<file path="config.mk">
export PLATFORM = sky130hd
export DESIGN_NAME = pen_trig_sched
export DESIGN_NICKNAME = d
export VERILOG_FILES = /design/src/rtl/pts_pkg.sv /design/src/rtl/pts_sync.sv /design/src/rtl/pts_timer.sv /design/src/rtl/pts_trig_gate.sv /design/src/rtl/pts_sched.sv /design/src/rtl/pen_trig_sched.sv
export SDC_FILE = /design/constraint.sdc
export NUM_CORES = 1
export LEC_CHECK = 0
export BUFFER_PORTS_ARGS = -buffer_cell sky130_fd_sc_hd__buf_2
export CAP_MARGIN = 25
export CORE_UTILIZATION = 50
export DETAILED_ROUTE_END_ITERATION = 7
export HOLD_SLACK_MARGIN = 0.08
export PLACE_DENSITY_LB_ADDON = 0.08
export SLEW_MARGIN = 20
export SYNTH_ARGS = -nofsm -noshare
export SYNTH_HDL_FRONTEND = slang
export SYNTH_HIERARCHICAL = 1
export SYNTH_SLANG_ARGS = --single-unit
export TNS_END_PERCENT = 10
</file>
<file path="constraint.sdc">
create_clock -name clk -period 7.2 [get_ports clk]
set_input_delay 0.72 -clock clk [delete_from_list [all_inputs] [get_ports clk]]
set_output_delay 0.72 -clock clk [all_outputs]
set_load 0.1 [all_outputs]
</file>
<file path="src/rtl/pts_pkg.sv">
package pts_pkg;

  // Scheduler states. OFF: disarmed. IDLE: armed, interrupt open, timer stopped.
  // HOLD: poll interval with the interrupt masked. OPEN: poll interval with the
  // interrupt open. SCAN: a scan was requested, interrupt masked.
  typedef enum logic [2:0] {
    PS_OFF  = 3'd0,
    PS_IDLE = 3'd1,
    PS_HOLD = 3'd2,
    PS_OPEN = 3'd3,
    PS_SCAN = 3'd4
  } pts_state_e;

  // Interrupt is ignored in every state except IDLE and OPEN.
  function automatic logic masked_in(pts_state_e s);
    return !(s == PS_IDLE || s == PS_OPEN);
  endfunction

  // Delay after a scan: the remainder of the interval, never less than one tick.
  function automatic int unsigned rearm_ticks(int unsigned interval, int unsigned used);
    if (used >= interval) return 1;
    return interval - used;
  endfunction

endpackage

</file>
<file path="src/rtl/pts_sync.sv">
module pts_sync #(
  parameter int STAGES = 2
) (
  input  logic clk,
  input  logic rst_n,
  input  logic d,
  output logic q
);
  logic [STAGES-1:0] sr_q;

  generate
    if (STAGES == 1) begin : g_one
      always_ff @(posedge clk or negedge rst_n)
        if (!rst_n) sr_q <= '0;
        else        sr_q <= d;
    end else begin : g_chain
      always_ff @(posedge clk or negedge rst_n)
        if (!rst_n) sr_q <= '0;
        else        sr_q <= {sr_q[STAGES-2:0], d};
    end
  endgenerate

  assign q = sr_q[STAGES-1];
endmodule

</file>
<file path="src/rtl/pts_timer.sv">
module pts_timer #(
  parameter int TW = 16
) (
  input  logic          clk,
  input  logic          rst_n,
  input  logic          tick,
  input  logic          load,
  input  logic [TW-1:0] load_val,
  input  logic          stop,
  output logic          expire
);
  logic [TW-1:0] cnt_q;
  logic          run_q;

  // Fires on the tick that would take the count from one to zero.
  assign expire = run_q && tick && (cnt_q == TW'(1));

  always_ff @(posedge clk or negedge rst_n) begin
    if (!rst_n) begin
      cnt_q <= '0;
      run_q <= 1'b0;
    end else if (stop) begin
      run_q <= 1'b0;
    end else if (load) begin
      cnt_q <= load_val;
      run_q <= 1'b1;
    end else if (expire) begin
      run_q <= 1'b0;
    end else if (run_q && tick) begin
      cnt_q <= cnt_q - TW'(1);
    end
  end
endmodule

</file>
<file path="src/rtl/pts_trig_gate.sv">
module pts_trig_gate (
  input  logic clk,
  input  logic rst_n,
  input  logic req,
  input  logic clear,
  input  logic done,
  output logic start,
  output logic busy
);
  logic pend_q, busy_q, start_q, fire;

  // A request waits while a scan is outstanding; clear drops it.
  assign fire = (req || pend_q) && !busy_q && !clear;

  always_ff @(posedge clk or negedge rst_n) begin
    if (!rst_n) begin
      pend_q  <= 1'b0;
      busy_q  <= 1'b0;
      start_q <= 1'b0;
    end else begin
      start_q <= fire;
      pend_q  <= clear ? 1'b0 : ((req || pend_q) && !fire);
      if (fire)      busy_q <= 1'b1;
      else if (done) busy_q <= 1'b0;
    end
  end

  assign start = start_q;
  assign busy  = busy_q;
endmodule

</file>
<file path="src/rtl/pts_sched.sv">
module pts_sched
  import pts_pkg::*;
#(
  parameter int INTERVAL = 10000,
  parameter int MIN_POLLS = 3,
  parameter int TOTAL = 6,
  parameter int TW = 16,
  parameter int CW = 3
) (
  input  logic          clk,
  input  logic          rst_n,
  input  logic          arm,
  input  logic          pen,
  input  logic          expire,
  input  logic          done,
  input  logic          busy,
  input  logic [TW-1:0] scan_time,
  output pts_state_e    state,
  output logic [CW-1:0] poll_cnt,
  output logic          irq_fire,
  output logic          trig_req,
  output logic          tmr_load,
  output logic [TW-1:0] tmr_val,
  output logic          tmr_stop,
  output logic          mask,
  output logic          stray
);
  localparam logic [CW-1:0] MIN_C = CW'(MIN_POLLS);
  localparam logic [CW-1:0] TOT_C = CW'(TOTAL);
  localparam logic [TW-1:0] IVL_C = TW'(INTERVAL);

  pts_state_e    st_q, st_n;
  logic [CW-1:0] poll_q, poll_n;
  logic          stray_q, stray_n;
  logic [CW-1:0] poll_inc;

  assign poll_inc = poll_q + CW'(1);
  assign mask     = masked_in(st_q);
  assign irq_fire = arm && pen && (st_q != PS_OFF) && !mask;

  always_comb begin
    st_n     = st_q;
    poll_n   = poll_q;
    trig_req = 1'b0;
    tmr_load = 1'b0;
    tmr_val  = IVL_C;
    tmr_stop = 1'b0;
    stray_n  = 1'b0;
    if (!arm) begin
      st_n     = PS_OFF;
      tmr_stop = 1'b1;
    end else if (st_q == PS_OFF) begin
      st_n = PS_IDLE;
    end else if (irq_fire) begin
      st_n     = PS_SCAN;
      poll_n   = '0;
      trig_req = 1'b1;
      tmr_stop = 1'b1;
    end else begin
      if (done && busy) begin
        tmr_load = 1'b1;
        tmr_val  = TW'(rearm_ticks(INTERVAL, int'(scan_time)));
      end
      if (expire) begin
        unique case (st_q)
          PS_SCAN: begin
            if (poll_q < TOT_C) begin
              poll_n   = poll_inc;
              tmr_load = 1'b1;
              tmr_val  = IVL_C;
              st_n     = (poll_inc >= MIN_C) ? PS_OPEN : PS_HOLD;
            end else begin
              st_n = PS_IDLE;
            end
          end
          PS_HOLD, PS_OPEN: begin
            st_n     = PS_SCAN;
            trig_req = 1'b1;
          end
          PS_IDLE: stray_n = 1'b1;
          default: ;
        endcase
      end
    end
  end

  always_ff @(posedge clk or negedge rst_n) begin
    if (!rst_n) begin
      st_q    <= PS_OFF;
      poll_q  <= '0;
      stray_q <= 1'b0;
    end else begin
      st_q    <= st_n;
      poll_q  <= poll_n;
      stray_q <= stray_n;
    end
  end

  assign state    = st_q;
  assign poll_cnt = poll_q;
  assign stray    = stray_q;
endmodule

</file>
<file path="src/rtl/pen_trig_sched.sv">
module pen_trig_sched
  import pts_pkg::*;
#(
  parameter int INTERVAL_US = 10000,
  parameter int MIN_POLLS = 3,
  parameter int EXT_POLLS = 3,
  parameter int TW = 16,
  parameter int SYNC_STAGES = 2
) (
  input  logic          clk,
  input  logic          rst_n,
  input  logic          tick_us,
  input  logic          arm,
  input  logic          pen_irq,
  input  logic          scan_done,
  input  logic [TW-1:0] scan_time_us,
  output logic          scan_start,
  output logic          irq_mask,
  output logic          stray_expiry
);
  localparam int TOTAL_POLLS = MIN_POLLS + EXT_POLLS;
  localparam int CW = $clog2(TOTAL_POLLS + 1);

  logic          pen_s;
  logic          tmr_expire, tmr_load, tmr_stop;
  logic [TW-1:0] tmr_val;
  logic          trig_req, busy, irq_fire;
  logic [CW-1:0] poll_cnt;
  pts_state_e    state;

  pts_sync #(.STAGES(SYNC_STAGES)) u_sync (
    .clk(clk), .rst_n(rst_n), .d(pen_irq), .q(pen_s)
  );

  pts_timer #(.TW(TW)) u_timer (
    .clk(clk), .rst_n(rst_n), .tick(tick_us), .load(tmr_load),
    .load_val(tmr_val), .stop(tmr_stop), .expire(tmr_expire)
  );

  pts_sched #(
    .INTERVAL(INTERVAL_US), .MIN_POLLS(MIN_POLLS), .TOTAL(TOTAL_POLLS),
    .TW(TW), .CW(CW)
  ) u_sched (
    .clk(clk), .rst_n(rst_n), .arm(arm), .pen(pen_s), .expire(tmr_expire),
    .done(scan_done), .busy(busy), .scan_time(scan_time_us),
    .state(state), .poll_cnt(poll_cnt), .irq_fire(irq_fire),
    .trig_req(trig_req), .tmr_load(tmr_load), .tmr_val(tmr_val),
    .tmr_stop(tmr_stop), .mask(irq_mask), .stray(stray_expiry)
  );

  pts_trig_gate u_gate (
    .clk(clk), .rst_n(rst_n), .req(trig_req), .clear(!arm),
    .done(scan_done), .start(scan_start), .busy(busy)
  );
endmodule

</file>
==> results.toml, run 1 <==
[run_status]
status = "complete, no violations"

[layout]
design_area_um2 = 2487
stdcell_count = 339
syn_to_final_growth_pct = 9.291
n_antenna_cell = 0
mostFrequentLayoutCells = "dfrtp_1 (29), nor2_1 (27), buf_2 (24)"
nFillCells = 406
seqCellArea_um2 = 725.7
layout_commonest_cell = "dfrtp_1"
final_nets = 314
multi_input_comb_area_um2 = 1434
drive_gt1_frac = 0.1777

[timing]
max_freq_mhz = 250.4
clock_skew_ns = 0.006388
tightest_slew_ns = 0.9549
relSlewSlack = 0.3551
finalSetupViolCount = 0
rsz0062_at_grt = "no"
hold_violations = 0
min_period_over_period = 0.5548
tns_ns = 0
slew_violations = 0
fin_crit_ns = 3.994

[synth]
syn_inst = 267
synthArstFlopShare = 1.000
ys_seq_area_frac = 0.3189
yosysUniqueCellTypes = 69
synthFlopType = "dfrtp_1"
synth_edf_count = 0
syn_avg_cell_area_um2 = 8.524
ys_seq_elements = 29
synth_area_um2 = 2276
yosys_warnings = 6

[critical_path]
critPathCaptureType = "flip-flop"
crit_start = "u_timer/cnt_q[8]"
path_buf_inv = 2
crit_path_max_incr_delay_ns = 0.68
cp-start-kind = "flip-flop"
worstPathArrival_ns = 4.16
reg2reg_from = "u_timer/cnt_q[8]"
critPathKind = "flip-flop to flip-flop"
required_ns = 7.37
path_cells = "or4_1, nor4b_4, nand2_1, nor2_1, nand4_1, a21oi_2, buf_4, inv_1, a21o_1, a31o_2, a211o_2"
cp_top_family = "simple AND/OR/NAND/NOR gates"
cpMaxStageDelayCell = "or4_1"
crit_fanout = 30

[clock_network]
cts_hold_buf = 0
numClockSinks = 29
numCtsBuffers = 5
cts_tree = "yes"
clock_latency_ns = 0.29
h-tree-depth = 2
ctsResizeCount = 0
worst_setup_hold_path_clk_slew_ns = 0.06
cts_buffer_depth = 2
post_cts_buffers = 0
root_buffer = "clkbuf_8"

[global_route]
grt_antenna_before_repair = 0
grt-ovfl-total = 0
grt_max_degree = 31
grt_first_pass_wirelength_mm = 9.218
grt_usage = 0.2394
grt_pass1_vias = 1973

[run]
cap_violations = 0

[routing]
wl_per_cell_um = 16.24
dr.pass1.iters = 4
viasPerCell = 6.147
via_count = 2084
drt_iter0_markers = 187
drc = 0
ant_nets = 0
wl_mm = 5.507

[floorplanning]
core_area_um2 = 4354
start_util = 0.5227
num_rows = 24
die_y_um = 69.47
die_width_um = 69.47
die-area_um2 = 4825
pin_count = 25

[power_and_ir_drop]
ir_drop_mv = 0.1556
power_leakage_nw = 0.9856
power.density_nw_per_um2 = 228.9

[min_path]
hold_path_class = "flip-flop to flip-flop"
min_from = "u_sync/sr_q[0]"

[place]
dpl.cell_count = 331
place_hpwl_mm = 4.052
port-buffer-count = 24
gp_routability_congestion = 0.8825
dpl-instance-area_um2 = 2405
==> stage by stage <==
stage               hold slack [ns]  utilization  setup slack (ns)  power [mW]
finish                       0.3487       0.5713             3.206      0.5694
global route                 0.3663       0.5713             2.930      0.6088
CTS                          0.3518       0.5713             3.265      0.5717
detailed placement           0.3362       0.5523             3.271      0.4390
global placement             0.3370       0.5523             3.382      0.4362
floorplan                    0.3312            -             3.981      0.3851
==> cell type report <==
| class | instances | area share |
|---|---|---|
| clock buffer | 6 | 0.02917 |
| sequential | 29 | 0.2917 |
| multi-input combinational | 211 | 0.5765 |
| timing repair buffer | 25 | 0.05131 |
| inverter | 14 | 0.02113 |
| clock inverter | 2 | 0.004024 |
| tap | 52 | 0.02616 |
==> cells in the mapped netlist, types with 3 or more instances <==
master    instances  area share
o31ai_1           3      0.0099
nor4_1            6       0.016
clkbuf_1          7       0.012
xor2_1            6       0.023
nand2b_1          6       0.016
or3_1             3      0.0082
a211oi_1          5       0.016
nor3b_1           4       0.013
and3_1            3      0.0082
a21oi_1          15       0.033
xnor2_1           3       0.012
nor3_1           12       0.026
a21boi_0          3      0.0099
ha_1              6       0.033
inv_1            14       0.023
buf_2             3      0.0066
nand3_1           6       0.013
nand2_1          17       0.028
o22ai_1           3      0.0082
a22o_1            4       0.015
o21ai_0          18       0.040
nor2_1           27       0.045
a22oi_1           4       0.013
a21o_1            3      0.0099
dfrtp_1          29        0.32
or4_1             4       0.013
==> kinds of logic (layout without fill, tap and decap cells) <==
group,Yosys count,after routing,share of synthesized area
compound gates,87,87,0.2815
xor+xnor,9,9,0.03464
fa+ha+maj,6,6,0.03298
buf+inv,28,47,0.05442
flops,29,29,0.3189
mux,2,2,0.009346
other cells,1,2,0.001648
simple gates,105,105,0.2666
==> flip-flops by register name (all words and copies together), names as in the netlist <==
| name | flops |
|---|---|
| u_sync/sr_q | 2 |
| u_timer/run_q | 1 |
| u_gate/busy | 1 |
| u_timer/cnt_q | 16 |
| u_gate/pend_q | 1 |
| u_sched/state | 3 |
| u_sched/poll_cnt | 3 |
| u_sched/stray | 1 |
| u_gate/start | 1 |
==> power by group <==
| part | internal, mW | total (mW) | switching, mW |
|---|---|---|---|
| logic | 0.0804 | 0.213 | 0.132 |
| clock network | 0.0668 | 0.131 | 0.0639 |
| registers | 0.189 | 0.226 | 0.0368 |
==> final timing paths <==
path | slack [ns] | endpoint | depth (start not counted)
setup / recovery | 3.21 | u_timer/cnt_q[0] | 11
hold / removal | 0.35 | u_sync/sr_q[1] | 0
setup reg to reg | 3.21 | u_timer/cnt_q[0] | 11
hold reg to reg | 0.35 | u_sync/sr_q[1] | 0
max in group asynchronous | 6.30 | u_timer/cnt_q[14] | 1
min in group asynchronous | 0.47 | u_timer/cnt_q[5] | 1
==> layer usage <==
layer | routed length (um) | part of all wire | track usage
met1 | 2752 | 0.50 | 0.3494
met2 | 2348 | 0.43 | 0.3409
met3 | 277 | 0.050 | 0.04506
met4 | 129 | 0.023 | 0.1088
met5 | 0 | 0 | 0
No activity file was read; power rests on OpenSTA's default activity.
==> inputs of run 2 (changes only) <==
ABC_AREA = 1   (was not set)
clock period = 3.46 ns   (was 7.2 ns; I/O delays follow)
==> run 2 against run 1 <==
  * Worst setup slack lost 2.7 ns
  * Total power grew 73%
  * Clock power grew 89%
  * Clock skew shrank 0.0027 ns
  * Hold slack lost 0.25 ns
  * Critical endpoint is now u_timer/cnt_q[7]
  * Sequential power grew 74%
  * Largest power group unchanged
  * Critical path depth grew 3
  * Cell count grew 45%
  * Global-route usage grew 0.82 points
  * Synthesized cell count grew 50%
  * Largest cell class unchanged
==> results.toml, run 2 <==
[synth]
ys_seq_elements = 29
syn_avg_cell_area_um2 = 6.347
synth_area_um2 = 2539
synth.most_common_cell = "nand2_1"
ys_top_cells_by_count = "nand2_1 (143), inv_1 (49), nor2_1 (44)"
synth_edf_count = 0
yosysUniqueCellTypes = 39
synth_area_leaders = "dfrtp_1 (29%), nand2_1 (21%), nand3_1 (8.1%)"
synthArstFlopShare = 1.000
syn_inst = 400
synth_largest_area_cell = "dfrtp_1"
synthFlopType = "dfrtp_1"
netlist.area_leader.share = 0.2859
yosys_warnings = 6
ys_seq_area_frac = 0.2859

[floorplanning]
die_y_um = 73.26
pin_count = 25
die-area_um2 = 5366
num_rows = 25
die_width_um = 73.26
start_util = 0.5270
core_area_um2 = 4817

[global_route]
grt_max_degree = 30
grt-ovfl-total = 0
grt_first_pass_wirelength_mm = 10.16
grt_antenna_before_repair = 0
grt_pass1_vias = 2224
grt_usage = 0.2476

[layout]
design_area_um2 = 2760
layout_commonest_cell = "nand2_1"
mostFrequentLayoutCells = "nand2_1 (143), inv_1 (49), nor2_1 (44)"
largest_reg_flops = 16
syn_to_final_growth_pct = 8.724
final_nets = 452
drive_gt1_frac = 0.1584
top_register = "u_timer/cnt_q"
n_antenna_cell = 0

[run]
cap_violations = 0

[routing]
wl_mm = 5.814
via_count = 2456
dr.pass1.iters = 6
viasPerCell = 5.012
wl_per_cell_um = 11.87
drc = 0
drt_iter0_markers = 139
ant_nets = 0

[clock_network]
post_cts_buffers = 0
numCtsBuffers = 5
clock_latency_ns = 0.28
ctsResizeCount = 0
h-tree-depth = 2
worst_setup_hold_path_clk_slew_ns = 0.06
cts_buffer_depth = 2
cts_tree = "yes"
numClockSinks = 29
cts_hold_buf = 0
root_buffer = "clkbuf_8"

[power_and_ir_drop]
power.density_nw_per_um2 = 355.9
p_sw_frac = 0.3915
ir_drop_mv = 0.2055
p_total_mw = 0.9825
pwr-share-comb = 0.347
power_leakage_nw = 1.555
pwr-share-clk = 0.253
internal-power_mw = 0.5978
p_sw_mw = 0.3847
pwr-share-seq = 0.400

[timing]
rsz0062_at_grt = "no"
tightest_slew_ns = 0.6632
relSlewSlack = 0.5579
slew_violations = 0
hold_violations = 0
tns_ns = 0
max_freq_mhz = 337.8
fin_crit_ns = 2.960
min_period_over_period = 0.8556
clock_skew_ns = 0.003677
fin_hold_ws_ns = 0.09751
finalSetupViolCount = 0

[place]
dpl-instance-area_um2 = 2686
port-buffer-count = 24
place_hpwl_mm = 4.527
gp_routability_congestion = 0.8494

[critical_path]
path_buf_inv = 3
required_ns = 3.63
crit_fanout = 19
cpMaxStageDelayCell = "dfrtp_1"
path_cells = "nor2_2, nand2_1, nor2_2, nand2_2, nor2_1, nand4_1, a21oi_1, inv_1, nor2_1, inv_1, nand2_4, nand2_1, nand2_1, inv_1"
worstPathArrival_ns = 3.13
cp-start-kind = "flip-flop"
critPathCaptureType = "flip-flop"
critPathKind = "flip-flop to flip-flop"
cp_top_family = "simple AND/OR/NAND/NOR gates"
rrSetupSlack_ns = 0.50
crit_path_max_incr_delay_ns = 0.43

[min_path]
hold_path_class = "input port to async pin"

[run_status]
status = "complete, no violations"
## run 2: logic make-up after synthesis
| logic type | count (synthesis) | share of synthesized area |
|---|---|---|
| simple gates | 269 | 0.4943 |
| buf+inv | 59 | 0.1005 |
| compound gates | 29 | 0.06309 |
| flops | 29 | 0.2859 |
| fa+ha+maj | 6 | 0.02957 |
| xor+xnor | 5 | 0.01725 |
| mux | 2 | 0.007886 |
| other cells | 1 | 0.001477 |
## run 2: metrics by stage
| step | worst slack [ns] | util | instances |
|---|---|---|---|
| 4_1_cts | 0.5003 | 0.5730 | 490 |
| 6_report | 0.4996 | 0.5730 | 490 |
| 5_1_grt | 0.2056 | 0.5730 | 490 |
| 3_5_place_dp | 0.5195 | 0.5577 | 484 |
| 3_3_place_gp | 0.7245 | 0.5577 | 484 |
| 2_1_floorplan | 1.199 | - | 401 |
## run 2: worst paths after layout
| check | to | cells after the start | startpoint |
|---|---|---|---|
| max in group asynchronous | u_timer/cnt_q[8] | 1 | rst_n |
| max | u_timer/cnt_q[7] | 14 | u_timer/cnt_q[11] |
| min in group clk | u_sync/sr_q[0] | 1 | pen_irq |
| min reg2reg | u_sync/sr_q[1] | 0 | u_sync/sr_q[0] |
| max reg2reg | u_timer/cnt_q[7] | 14 | u_timer/cnt_q[11] |
| min | u_gate/start | 1 | rst_n |
## run 2: routing by layer
layer  track usage  share of wire  up-vias
met2        0.3909           0.44       54
li1              -              -     1294
met4       0.07190          0.010        0
met5             0              0        -
met3       0.04938          0.044        9
met1        0.3422           0.50     1099
## run 2: power by group through the flow
stage          Clock, mW  Combinational, mW  Sequential [mW]
6_report           0.248              0.341            0.393
5_1_grt            0.276              0.388            0.398
4_1_cts            0.258              0.339            0.393
3_5_place_dp           0              0.338            0.399
3_3_place_gp           0              0.336            0.397
2_1_floorplan          0              0.258            0.396
## run 2: final cells by class
class                      instances  area [um^2]
fill                             531         2057
sequential                        29        725.7
tap                               67        83.83
timing repair buffer              25        127.6
multi-input combinational        313         1562
inverter                          50        187.7
clock inverter                     1        5.005
clock buffer                       5        68.82
